### src/rtl/i2cb_pkg.sv
package i2cb_pkg;

    typedef enum logic [3:0] {
        ST_SLAVE,
        ST_RS_SDA_UP,
        ST_RS_SCL_UP,
        ST_RS_SDA_DN,
        ST_CLK_LOW,
        ST_CLK_HIGH,
        ST_SP_SDA_DN,
        ST_SP_SCL_UP,
        ST_SP_SDA_UP
    } mst_state_t;

    // control write bit positions (software-visible, fixed)
    localparam int CW_TXCLR  = 7;
    localparam int CW_IDLE   = 6;
    localparam int CW_DRDY   = 5;
    localparam int CW_ARL    = 4;
    localparam int CW_STR    = 3;
    localparam int CW_STP    = 2;
    localparam int CW_RSTART = 1;
    localparam int CW_STOP   = 0;

    localparam int DATA_BIT  = 7;

    function automatic logic in_sequence(input mst_state_t s);
        return !(s == ST_SLAVE || s == ST_CLK_LOW || s == ST_CLK_HIGH);
    endfunction

endpackage

### src/rtl/i2cb_pin_sync.sv
module i2cb_pin_sync #(
    parameter int W      = 2,
    parameter int STAGES = 2
) (
    input  logic         clk,
    input  logic         rst_n,
    input  logic [W-1:0] d,
    output logic [W-1:0] q
);
    for (genvar i = 0; i < W; i++) begin : g_bit
        logic [STAGES-1:0] chain;
        always_ff @(posedge clk or negedge rst_n) begin
            if (!rst_n) chain <= '1;
            else        chain <= {chain[STAGES-2:0], d[i]};
        end
        assign q[i] = chain[STAGES-1];
    end
endmodule

### src/rtl/i2cb_bus_watch.sv
module i2cb_bus_watch (
    input  logic clk,
    input  logic rst_n,
    input  logic scl_s,
    input  logic sda_s,
    output logic scl_rise,
    output logic start_ev,
    output logic stop_ev
);
    logic scl_d, sda_d;

    always_ff @(posedge clk or negedge rst_n) begin
        if (!rst_n) begin
            scl_d <= 1'b1;
            sda_d <= 1'b1;
        end else begin
            scl_d <= scl_s;
            sda_d <= sda_s;
        end
    end

    assign scl_rise = scl_s & ~scl_d;
    assign start_ev = scl_s & scl_d & sda_d & ~sda_s;
    assign stop_ev  = scl_s & scl_d & ~sda_d & sda_s;
endmodule

### src/rtl/i2cb_flags.sv
module i2cb_flags
    import i2cb_pkg::*;
(
    input  logic       clk,
    input  logic       rst_n,
    input  logic       ctrl_wr,
    input  logic       data_wr,
    input  logic       data_rd,
    input  logic [7:0] wdata,
    input  logic       scl_rise,
    input  logic       sda_s,
    input  logic       start_ev,
    input  logic       stop_ev,
    input  logic       is_master,
    input  logic       seq_busy,
    output logic       rdat,
    output logic       drdy,
    output logic       arl,
    output logic       str,
    output logic       stp,
    output logic       tx_active,
    output logic       tx_bit,
    output logic       ignore,
    output logic       arl_evt
);
    logic listening;

    assign listening = is_master | ~ignore;
    assign arl_evt   = scl_rise & listening & tx_active & tx_bit & ~sda_s & ~seq_busy;

    always_ff @(posedge clk or negedge rst_n) begin
        if (!rst_n) begin
            rdat      <= 1'b1;
            drdy      <= 1'b0;
            arl       <= 1'b0;
            str       <= 1'b0;
            stp       <= 1'b0;
            tx_active <= 1'b0;
            tx_bit    <= 1'b1;
            ignore    <= 1'b0;
        end else begin
            // received bit and data-ready: a new edge wins over a clear
            if (scl_rise && listening) begin
                rdat <= sda_s;
                drdy <= 1'b1;
            end else if (data_wr || data_rd || (ctrl_wr && wdata[CW_DRDY])) begin
                drdy <= 1'b0;
            end

            if (arl_evt)                          arl <= 1'b1;
            else if (ctrl_wr && wdata[CW_ARL])    arl <= 1'b0;

            if (start_ev && listening)            str <= 1'b1;
            else if (ctrl_wr && wdata[CW_STR])    str <= 1'b0;

            if (stop_ev && listening)             stp <= 1'b1;
            else if (ctrl_wr && wdata[CW_STP])    stp <= 1'b0;

            // transmit state: loss of arbitration overrides a new bit
            if (arl_evt)                                      tx_active <= 1'b0;
            else if (data_wr)                                 tx_active <= 1'b1;
            else if (data_rd || (ctrl_wr && wdata[CW_TXCLR])) tx_active <= 1'b0;

            if (data_wr) tx_bit <= wdata[DATA_BIT];

            if (ctrl_wr && wdata[CW_IDLE] && !is_master) ignore <= 1'b1;
            else if (start_ev)                           ignore <= 1'b0;
        end
    end
endmodule

### src/rtl/i2cb_master_fsm.sv
module i2cb_master_fsm
    import i2cb_pkg::*;
#(
    parameter int HALF = 4
) (
    input  logic       clk,
    input  logic       rst_n,
    input  logic       cmd_rstart,
    input  logic       cmd_stop,
    input  logic       scl_s,
    input  logic       drdy,
    input  logic       ignore,
    input  logic       arl_evt,
    output mst_state_t st,
    output logic       is_master,
    output logic       seq_busy,
    output logic       scl_low,
    output logic       sda_force_low,
    output logic       sda_force_rel
);
    localparam int CW = (HALF > 1) ? $clog2(HALF) : 1;
    localparam logic [CW-1:0] LAST = CW'(HALF - 1);

    mst_state_t    st_nx;
    logic [CW-1:0] cnt;
    logic          wait_high, cnt_en, tick;

    assign wait_high = (st == ST_RS_SCL_UP) || (st == ST_CLK_HIGH) || (st == ST_SP_SCL_UP);
    assign cnt_en    = wait_high ? scl_s : 1'b1;
    assign tick      = cnt_en && (cnt == LAST);

    // next state
    always_comb begin
        st_nx = st;
        unique case (st)
            ST_SLAVE:     if (cmd_rstart) st_nx = ST_RS_SDA_UP;
            ST_RS_SDA_UP: if (tick) st_nx = ST_RS_SCL_UP;
            ST_RS_SCL_UP: if (tick) st_nx = ST_RS_SDA_DN;
            ST_RS_SDA_DN: if (tick) st_nx = ST_CLK_LOW;
            ST_CLK_LOW: begin
                if (arl_evt)             st_nx = ST_SLAVE;
                else if (cmd_stop)       st_nx = ST_SP_SDA_DN;
                else if (cmd_rstart)     st_nx = ST_RS_SDA_UP;
                else if (tick && !drdy)  st_nx = ST_CLK_HIGH;
            end
            ST_CLK_HIGH: begin
                if (arl_evt)             st_nx = ST_SLAVE;
                else if (cmd_stop)       st_nx = ST_SP_SDA_DN;
                else if (cmd_rstart)     st_nx = ST_RS_SDA_UP;
                else if (tick)           st_nx = ST_CLK_LOW;
            end
            ST_SP_SDA_DN: if (tick) st_nx = ST_SP_SCL_UP;
            ST_SP_SCL_UP: if (tick) st_nx = ST_SP_SDA_UP;
            ST_SP_SDA_UP: if (tick) st_nx = ST_SLAVE;
            default:      st_nx = ST_SLAVE;
        endcase
    end

    // state register and half-period counter
    always_ff @(posedge clk or negedge rst_n) begin
        if (!rst_n) begin
            st  <= ST_SLAVE;
            cnt <= '0;
        end else begin
            st <= st_nx;
            if (st_nx != st)               cnt <= '0;
            else if (cnt_en && cnt != LAST) cnt <= cnt + 1'b1;
        end
    end

    // outputs
    always_comb begin
        is_master     = (st != ST_SLAVE);
        seq_busy      = in_sequence(st);
        scl_low       = 1'b0;
        sda_force_low = 1'b0;
        sda_force_rel = 1'b0;
        unique case (st)
            ST_SLAVE:     scl_low = drdy & ~scl_s & ~ignore;
            ST_RS_SDA_UP: begin scl_low = 1'b1; sda_force_rel = 1'b1; end
            ST_RS_SCL_UP: sda_force_rel = 1'b1;
            ST_RS_SDA_DN: sda_force_low = 1'b1;
            ST_CLK_LOW:   scl_low = 1'b1;
            ST_CLK_HIGH:  scl_low = 1'b0;
            ST_SP_SDA_DN: begin scl_low = 1'b1; sda_force_low = 1'b1; end
            ST_SP_SCL_UP: sda_force_low = 1'b1;
            ST_SP_SDA_UP: sda_force_rel = 1'b1;
            default:      scl_low = 1'b0;
        endcase
    end
endmodule

### src/rtl/i2c_bit_port.sv
module i2c_bit_port
    import i2cb_pkg::*;
#(
    parameter int HALF        = 4,
    parameter int SYNC_STAGES = 2
) (
    input  logic       clk,
    input  logic       rst_n,
    input  logic       reg_sel,
    input  logic       wr_en,
    input  logic       rd_en,
    input  logic [7:0] wdata,
    output logic [7:0] rdata,
    input  logic       scl_in,
    input  logic       sda_in,
    output logic       scl_oe,
    output logic       sda_oe,
    output logic       attn
);
    logic [1:0] pins_s;
    logic       scl_s, sda_s;
    logic       scl_rise, start_ev, stop_ev;
    logic       ctrl_wr, data_wr, data_rd;
    logic       rdat, drdy, arl, str, stp, tx_active, tx_bit, ignore, arl_evt;
    logic       is_master, seq_busy, scl_low, sda_force_low, sda_force_rel;
    mst_state_t st;

    assign ctrl_wr = wr_en & ~reg_sel;
    assign data_wr = wr_en & reg_sel;
    assign data_rd = rd_en & reg_sel;

    i2cb_pin_sync #(.W(2), .STAGES(SYNC_STAGES)) u_sync (
        .clk(clk), .rst_n(rst_n), .d({scl_in, sda_in}), .q(pins_s)
    );
    assign scl_s = pins_s[1];
    assign sda_s = pins_s[0];

    i2cb_bus_watch u_watch (
        .clk(clk), .rst_n(rst_n), .scl_s(scl_s), .sda_s(sda_s),
        .scl_rise(scl_rise), .start_ev(start_ev), .stop_ev(stop_ev)
    );

    i2cb_flags u_flags (
        .clk(clk), .rst_n(rst_n), .ctrl_wr(ctrl_wr), .data_wr(data_wr),
        .data_rd(data_rd), .wdata(wdata), .scl_rise(scl_rise), .sda_s(sda_s),
        .start_ev(start_ev), .stop_ev(stop_ev), .is_master(is_master),
        .seq_busy(seq_busy), .rdat(rdat), .drdy(drdy), .arl(arl), .str(str),
        .stp(stp), .tx_active(tx_active), .tx_bit(tx_bit), .ignore(ignore),
        .arl_evt(arl_evt)
    );

    i2cb_master_fsm #(.HALF(HALF)) u_fsm (
        .clk(clk), .rst_n(rst_n),
        .cmd_rstart(ctrl_wr & wdata[CW_RSTART]),
        .cmd_stop(ctrl_wr & wdata[CW_STOP]),
        .scl_s(scl_s), .drdy(drdy), .ignore(ignore), .arl_evt(arl_evt),
        .st(st), .is_master(is_master), .seq_busy(seq_busy),
        .scl_low(scl_low), .sda_force_low(sda_force_low),
        .sda_force_rel(sda_force_rel)
    );

    assign attn   = drdy | arl | str | stp;
    assign scl_oe = scl_low;
    assign sda_oe = sda_force_low | (~sda_force_rel & tx_active & ~tx_bit);

    assign rdata = reg_sel ? {rdat, 7'b0}
                           : {rdat, attn, drdy, arl, str, stp, is_master, 1'b1};
endmodule

### config.mk
export PLATFORM = sky130hd
export DESIGN_NAME = i2c_bit_port
export DESIGN_NICKNAME = d
export VERILOG_FILES = /design/src/rtl/i2cb_pkg.sv /design/src/rtl/i2cb_pin_sync.sv /design/src/rtl/i2cb_bus_watch.sv /design/src/rtl/i2cb_flags.sv /design/src/rtl/i2cb_master_fsm.sv /design/src/rtl/i2c_bit_port.sv
export SDC_FILE = /design/constraint.sdc
export NUM_CORES = 1
export LEC_CHECK = 0
export ABC_AREA = 0
export BUFFER_PORTS_ARGS = -buffer_cell sky130_fd_sc_hd__buf_4
export CAP_MARGIN = 20
export CORE_MARGIN = 5
export CORE_UTILIZATION = 50
export CTS_BUF_LIST = sky130_fd_sc_hd__clkbuf_2 sky130_fd_sc_hd__clkbuf_4 sky130_fd_sc_hd__clkbuf_8
export CTS_CLUSTER_SIZE = 30
export DETAILED_ROUTE_END_ITERATION = 16
export PLACE_DENSITY = 0.77
export SLEW_MARGIN = 25
export SYNTH_ARGS = -nofsm -noshare
export SYNTH_HDL_FRONTEND = slang
export SYNTH_SLANG_ARGS = --single-unit
### constraint.sdc
create_clock -name clk -period 2.4 [get_ports clk]
set_clock_uncertainty 0.05 [all_clocks]
set_input_delay 0.48 -clock clk [delete_from_list [all_inputs] [get_ports clk]]
set_output_delay 0.48 -clock clk [all_outputs]
set_load 0.05 [all_outputs]
Word level (Yosys, flattened, before mapping)
Index checks and enable logic that the tools add are counted.

storage, ports and cells
  word-level logic and storage cells = 128
  output and inout bits = 11
  input port bits = 15
  register bits = 20

operators by class
  mux-type cells = 35
  reduce and logical (&&, ||, !) cells = 34
  add/sub/neg operators = 1
  equal/unequal tests = 11
  bitwise logic cells = 33

operators with widths
  cell                                                 count
  2-to-1 mux 4 bit                                     14
  case mux 4 bit (9 select lines)                      1
  bitwise AND 1 bit                                    20
  equality test 4 x 3 -> 1 bit, second input constant  4
  2-to-1 mux 1 bit                                     16
  logical AND 1 bit                                    13
  nonzero test 2 bit                                   6
  OR reduction 3 bit                                   3
  equality test 4 x 2 -> 1 bit, second input constant  2
  NOT 1 bit                                            8
  logical OR 1 bit                                     7
  2-to-1 mux 7 bit                                     1
  bitwise OR 1 bit                                     5
  equality test 4 x 1 -> 1 bit, second input constant  1
  equality test 4 bit, second input constant           1
  logical NOT 4 bit                                    1
  2-to-1 mux 2 bit                                     2
  != test 4 bit                                        1
  nonzero test 4 bit                                   1
  nonzero test 3 bit                                   1
  adder 2 x 1 -> 2 bit, second input constant          1
  equality test 2 bit, second input constant           1
  logical NOT 1 bit                                    2
  != test 2 bit, second input constant                 1
  case mux 1 bit (2 select lines)                      1

Logic depth before layout (Yosys ltp)
  depth in word-level cells = 13
  depth in mapped cells = 7
  gate-level depth less buffers = 6

Cells and area by module
Synthesis repeated with hierarchy kept, for this count alone.

unflattened totals
  cell total of the unflattened synthesis = 142
  area, all modules = 1275.0 um2

by module, submodules not included
  module           area each (um2)  instances  cells an instance
  i2cb_master_fsm  618.1            1          85
  i2cb_flags       355.3            1          30
  i2cb_pin_sync    120.1            1          6
  i2c_bit_port     102.6            1          16
  i2cb_bus_watch   78.8             1          5

Worst setup path before layout
OpenSTA, ideal clock, no wires.

  path kind = reg2out
  start point = register u_fsm.st[0]
  end point = output port scl_oe
  arrival = 1.988 ns
  stages on the path, launching flop included = 7
  slack = -0.118 ns
  path buffers = 2
  path through = dfrtp_1 > buf_6 > clkbuf_1 > a21oi_1 > nor2_1 > nor2_1 > nor3_1

between the ends
  word-level cells in the longest chain between the ends = 3

ends and longest elaborated chain
  element                                                                       line                   text
  start, declared                                                               i2cb_master_fsm.sv:14  output mst_state_t st,
  start signal, assigned                                                        i2cb_master_fsm.sv:65  st <= st_nx;
  equality test 4 x 3 -> 1 bit or equality test 4 x 1 -> 1 bit (tied branches)  i2cb_master_fsm.sv:78  unique case (st)
  OR reduction 3 bit (no line)                                                  --
  case mux 1 bit (2 select lines) *                                             i2cb_master_fsm.sv:78
  end, declared                                                                 i2c_bit_port.sv:16     output logic scl_oe,

Every way passes the cells marked *; elsewhere a longest branch is shown, timed or not.

Final worst setup path
  start point = register u_fsm.st[3]
  end point = output port sda_oe

between the ends
  word-level cells in the longest chain between the ends = 7

ends and longest elaborated chain
  element                                               line                   text
  equality test 4 x 1 -> 1 bit (tied with other cells)  i2cb_master_fsm.sv:78
  OR reduction 3 bit (no line)                          --
  2-to-1 mux 1 bit                                      i2cb_master_fsm.sv:78
  NOT 1 bit                                             i2c_bit_port.sv:64     assign sda_oe = sda_force_low | (~sda_force_rel & tx_active & ~tx_bit);
  bitwise AND 1 bit (2 in a row)                        i2c_bit_port.sv:64
  bitwise OR 1 bit *                                    i2c_bit_port.sv:64
  end, declared                                         i2c_bit_port.sv:17     output logic sda_oe,

Marks and branches as above.

==> impl_metrics.ini <==
[run_status]
status = completed

[cells_and_area]
final_area_sq_um = 1540
area_growth_pct = 20.8
layout-drive-gt1-share = 0.296
n_antenna_cell = 0
nNetsFinal = 186
top_regs = u_fsm.st (4), u_sync.g_bit.chain (4), u_fsm.cnt (2)
fillCellCount = 201
stdcell_count = 199

[pwr]
p_per_area_nw_per_um2 = 1060
p_leak_nw = 0.666
ir_drop_uv = 709

[synthesis]
yosys_most_used_dff = dfrtp_1
synth_seq_cells = 20
yosys.area.top_type = dfrtp_1
yosysUniqueCellTypes = 43
synth_area_sq_um = 1270
synth_fp_nets = 163
synth-seq-area-share = 0.401
synthTopCellsByArea = dfrtp_1 24%, dfstp_2 17%, o21ai_0 4.7%, a21oi_1 3.9%, nor2b_1 3.9%
synth_area_per_cell_sq_um = 8.66
yosysWarnings = 0
synthCells = 147
synthDominantCellAreaShare = 0.236
synth_edf_count = 0
async_flop_share = 1.00

[sta]
fin_setup_tns_ns = 0
fmax_ghz = 0.442
slew_violations = 0
fin_ws_ns = 0.139
grt_setup_unrepaired = false
slew_headroom = 0.658
final-hold-violation-count = 0
fin_crit_ns = 2.26
worstMarginPinSlew_ns = 0.512
setup_violations = 0
post-route-period-util = 0.942
holdWs_ns = 0.215

[route]
totalWireLength_mm = 3.14
drcViolationCount = 0
drt_iter0_markers = 58
wl_per_cell_um = 15.8
antenna_left = 0
vias = 1186
viasPerCell = 5.96
dr.pass1.iters = 4

[worst_setup_path]
cp-end-kind = output pin
critPathKind = reg2out
critPathMaxFanout = 14
ff2ff_setup_slack_ns = 0.31
crit_arrival_ns = 1.73
start_kind = register
required_ns = 1.87

[clock_tree]
h-tree-depth = 1
clk_path_buf_depth = 2
cts-root-buf = clkbuf_4
cts-buffers-inserted = 3
cts_tree = yes
clk_pin_slew_ns = 0.11
postCtsSetupRepairBufs = 0
clock_latency_ns = 0.31
cts.sinks = 20

[min_path]
worst_hold_path_type = in2reg

[global_routing]
grt_overflow = 0
grt_pass1_vias = 1172
grt_pass1_wl_mm = 5.46
antenna_found_initial = 0
grt_max_degree = 21
gr-usage-all-layers = 0.195

[run]
cap_viol_max_count = 0

[placed_design]
dpl.hpwl_mm = 2.25
place_congestion = 0.907
post-place-ws_ns = 0.228
portBuffers = 25
detailed_place.area_sq_um = 1470
dp.cells = 194

[die]
die_w_um = 60.4
fp.coreArea_sq_um = 2450
dieArea_sq_um = 3650
rows = 18
die_y_um = 60.4
start_util = 0.518
io_pins = 26
[metrics by stage]
| stage | power (W) | util |
|---|---|---|
| final | 0.00163 | 0.626 |
| after global routing | 0.00173 | 0.626 |
| after CTS | 0.00162 | 0.626 |
| after floorplan | 0.00113 | - |
| after detailed placement | 0.00133 | 0.600 |
| after global placement | 0.00132 | 0.600 |
[report_power, final]
| part | total [W] | internal, W | switching [W] | leakage, nW |
|---|---|---|---|---|
| combinational | 0.000821 | 0.000323 | 0.000498 | 0.404 |
| clock | 0.000276 | 0.000169 | 0.000107 | 0.0279 |
| sequential | 0.000528 | 0.000414 | 0.000114 | 0.235 |
| total | 0.00163 | 0.000906 | 0.000719 | 0.666 |
[logic make-up after synthesis]
logic type / count (synthesis) / share of synthesized area
flip-flops: 20 / 0.401
multiplexers: 4 / 0.0334
buffers and inverters: 19 / 0.0669
adder cells (fa/ha/maj): 1 / 0.00983
AND/OR/NAND/NOR: 61 / 0.276
XOR/XNOR: 1 / 0.00688
AO/OA/AOI/OAI: 41 / 0.206
[metal layers]
metal  wire, um  part of all wire  global-route usage
met1       1400              0.45               0.280
met5          0                 0                   0
met4         46             0.015              0.0557
met2       1430              0.46               0.306
met3        261             0.083              0.0298
[synthesized netlist by cell type (2+ instances only)]
library cell / number
a21oi_1: 10
clkbuf_1: 8
nand4_1: 4
buf_2: 2
o21ai_0: 12
mux2_2: 2
nand3b_1: 4
nand3_1: 3
inv_1: 7
a211oi_1: 3
o22ai_1: 3
nor2_1: 10
dfstp_2: 8
nor2b_1: 8
nor3_1: 4
dfrtp_1: 12
a31oi_1: 3
and2_1: 3
nand2_1: 11
nand2b_1: 6
mux2i_1: 2
[layout make-up]
| type | instances | area (sq um) | area share |
|---|---|---|---|
| sequential | 20 | 512 | 0.333 |
| tap | 30 | 37.5 | 0.0244 |
| clock inverter | 1 | 30.0 | 0.0195 |
| inverter | 7 | 26.3 | 0.0171 |
| multi-input combinational | 108 | 682 | 0.443 |
| clock buffer | 3 | 22.5 | 0.0146 |
| timing repair buffer | 30 | 228 | 0.148 |
[path summary, 6_finish.rpt]
check	endpoint	start	cells after the start
hold reg to reg	u_sync.g_bit[1].chain[1]	u_sync.g_bit[1].chain[0]	0
setup / recovery	sda_oe	u_fsm.st[3]	5
min in group asynchronous	u_flags.str	rst_n	2
hold / removal	u_sync.g_bit[0].chain[0]	sda_in	1
setup reg to reg	u_fsm.cnt[1]	u_fsm.st[0]	5
max in group asynchronous	u_flags.tx_bit	rst_n	2
[critical path, stage by stage (launching register included)]
cell	delay, ns
dfrtp_1	0.57
xor2_1	0.21
o21ai_0	0.23
nor2_1	0.08
a21oi_1	0.12
buf_4	0.21
[what timing repair did]
item                       CTS  global route
setup endpoints to repair    0             1
hold endpoints to repair    12             0
resized for setup            0             1
hold buffers                 1             0
[cell usage in the layout (no fill, tap or decap), types with 2 or more instances in the layout]
cell      count
a211oi_1      3
a21oi_1      10
a31oi_1       3
and2_1        3
buf_4        29
clkbuf_4      3
dfrtp_1      11
dfstp_2       8
inv_1         7
mux2_2        2
mux2i_1       2
nand2_1      11
nand2b_1      6
nand3_1       3
nand3b_1      4
nand4_1       4
nor2_1       10
nor2b_1       8
nor3_1        3
o21ai_0      12
o22ai_1       3
No activity file was read; power rests on OpenSTA's default activity.
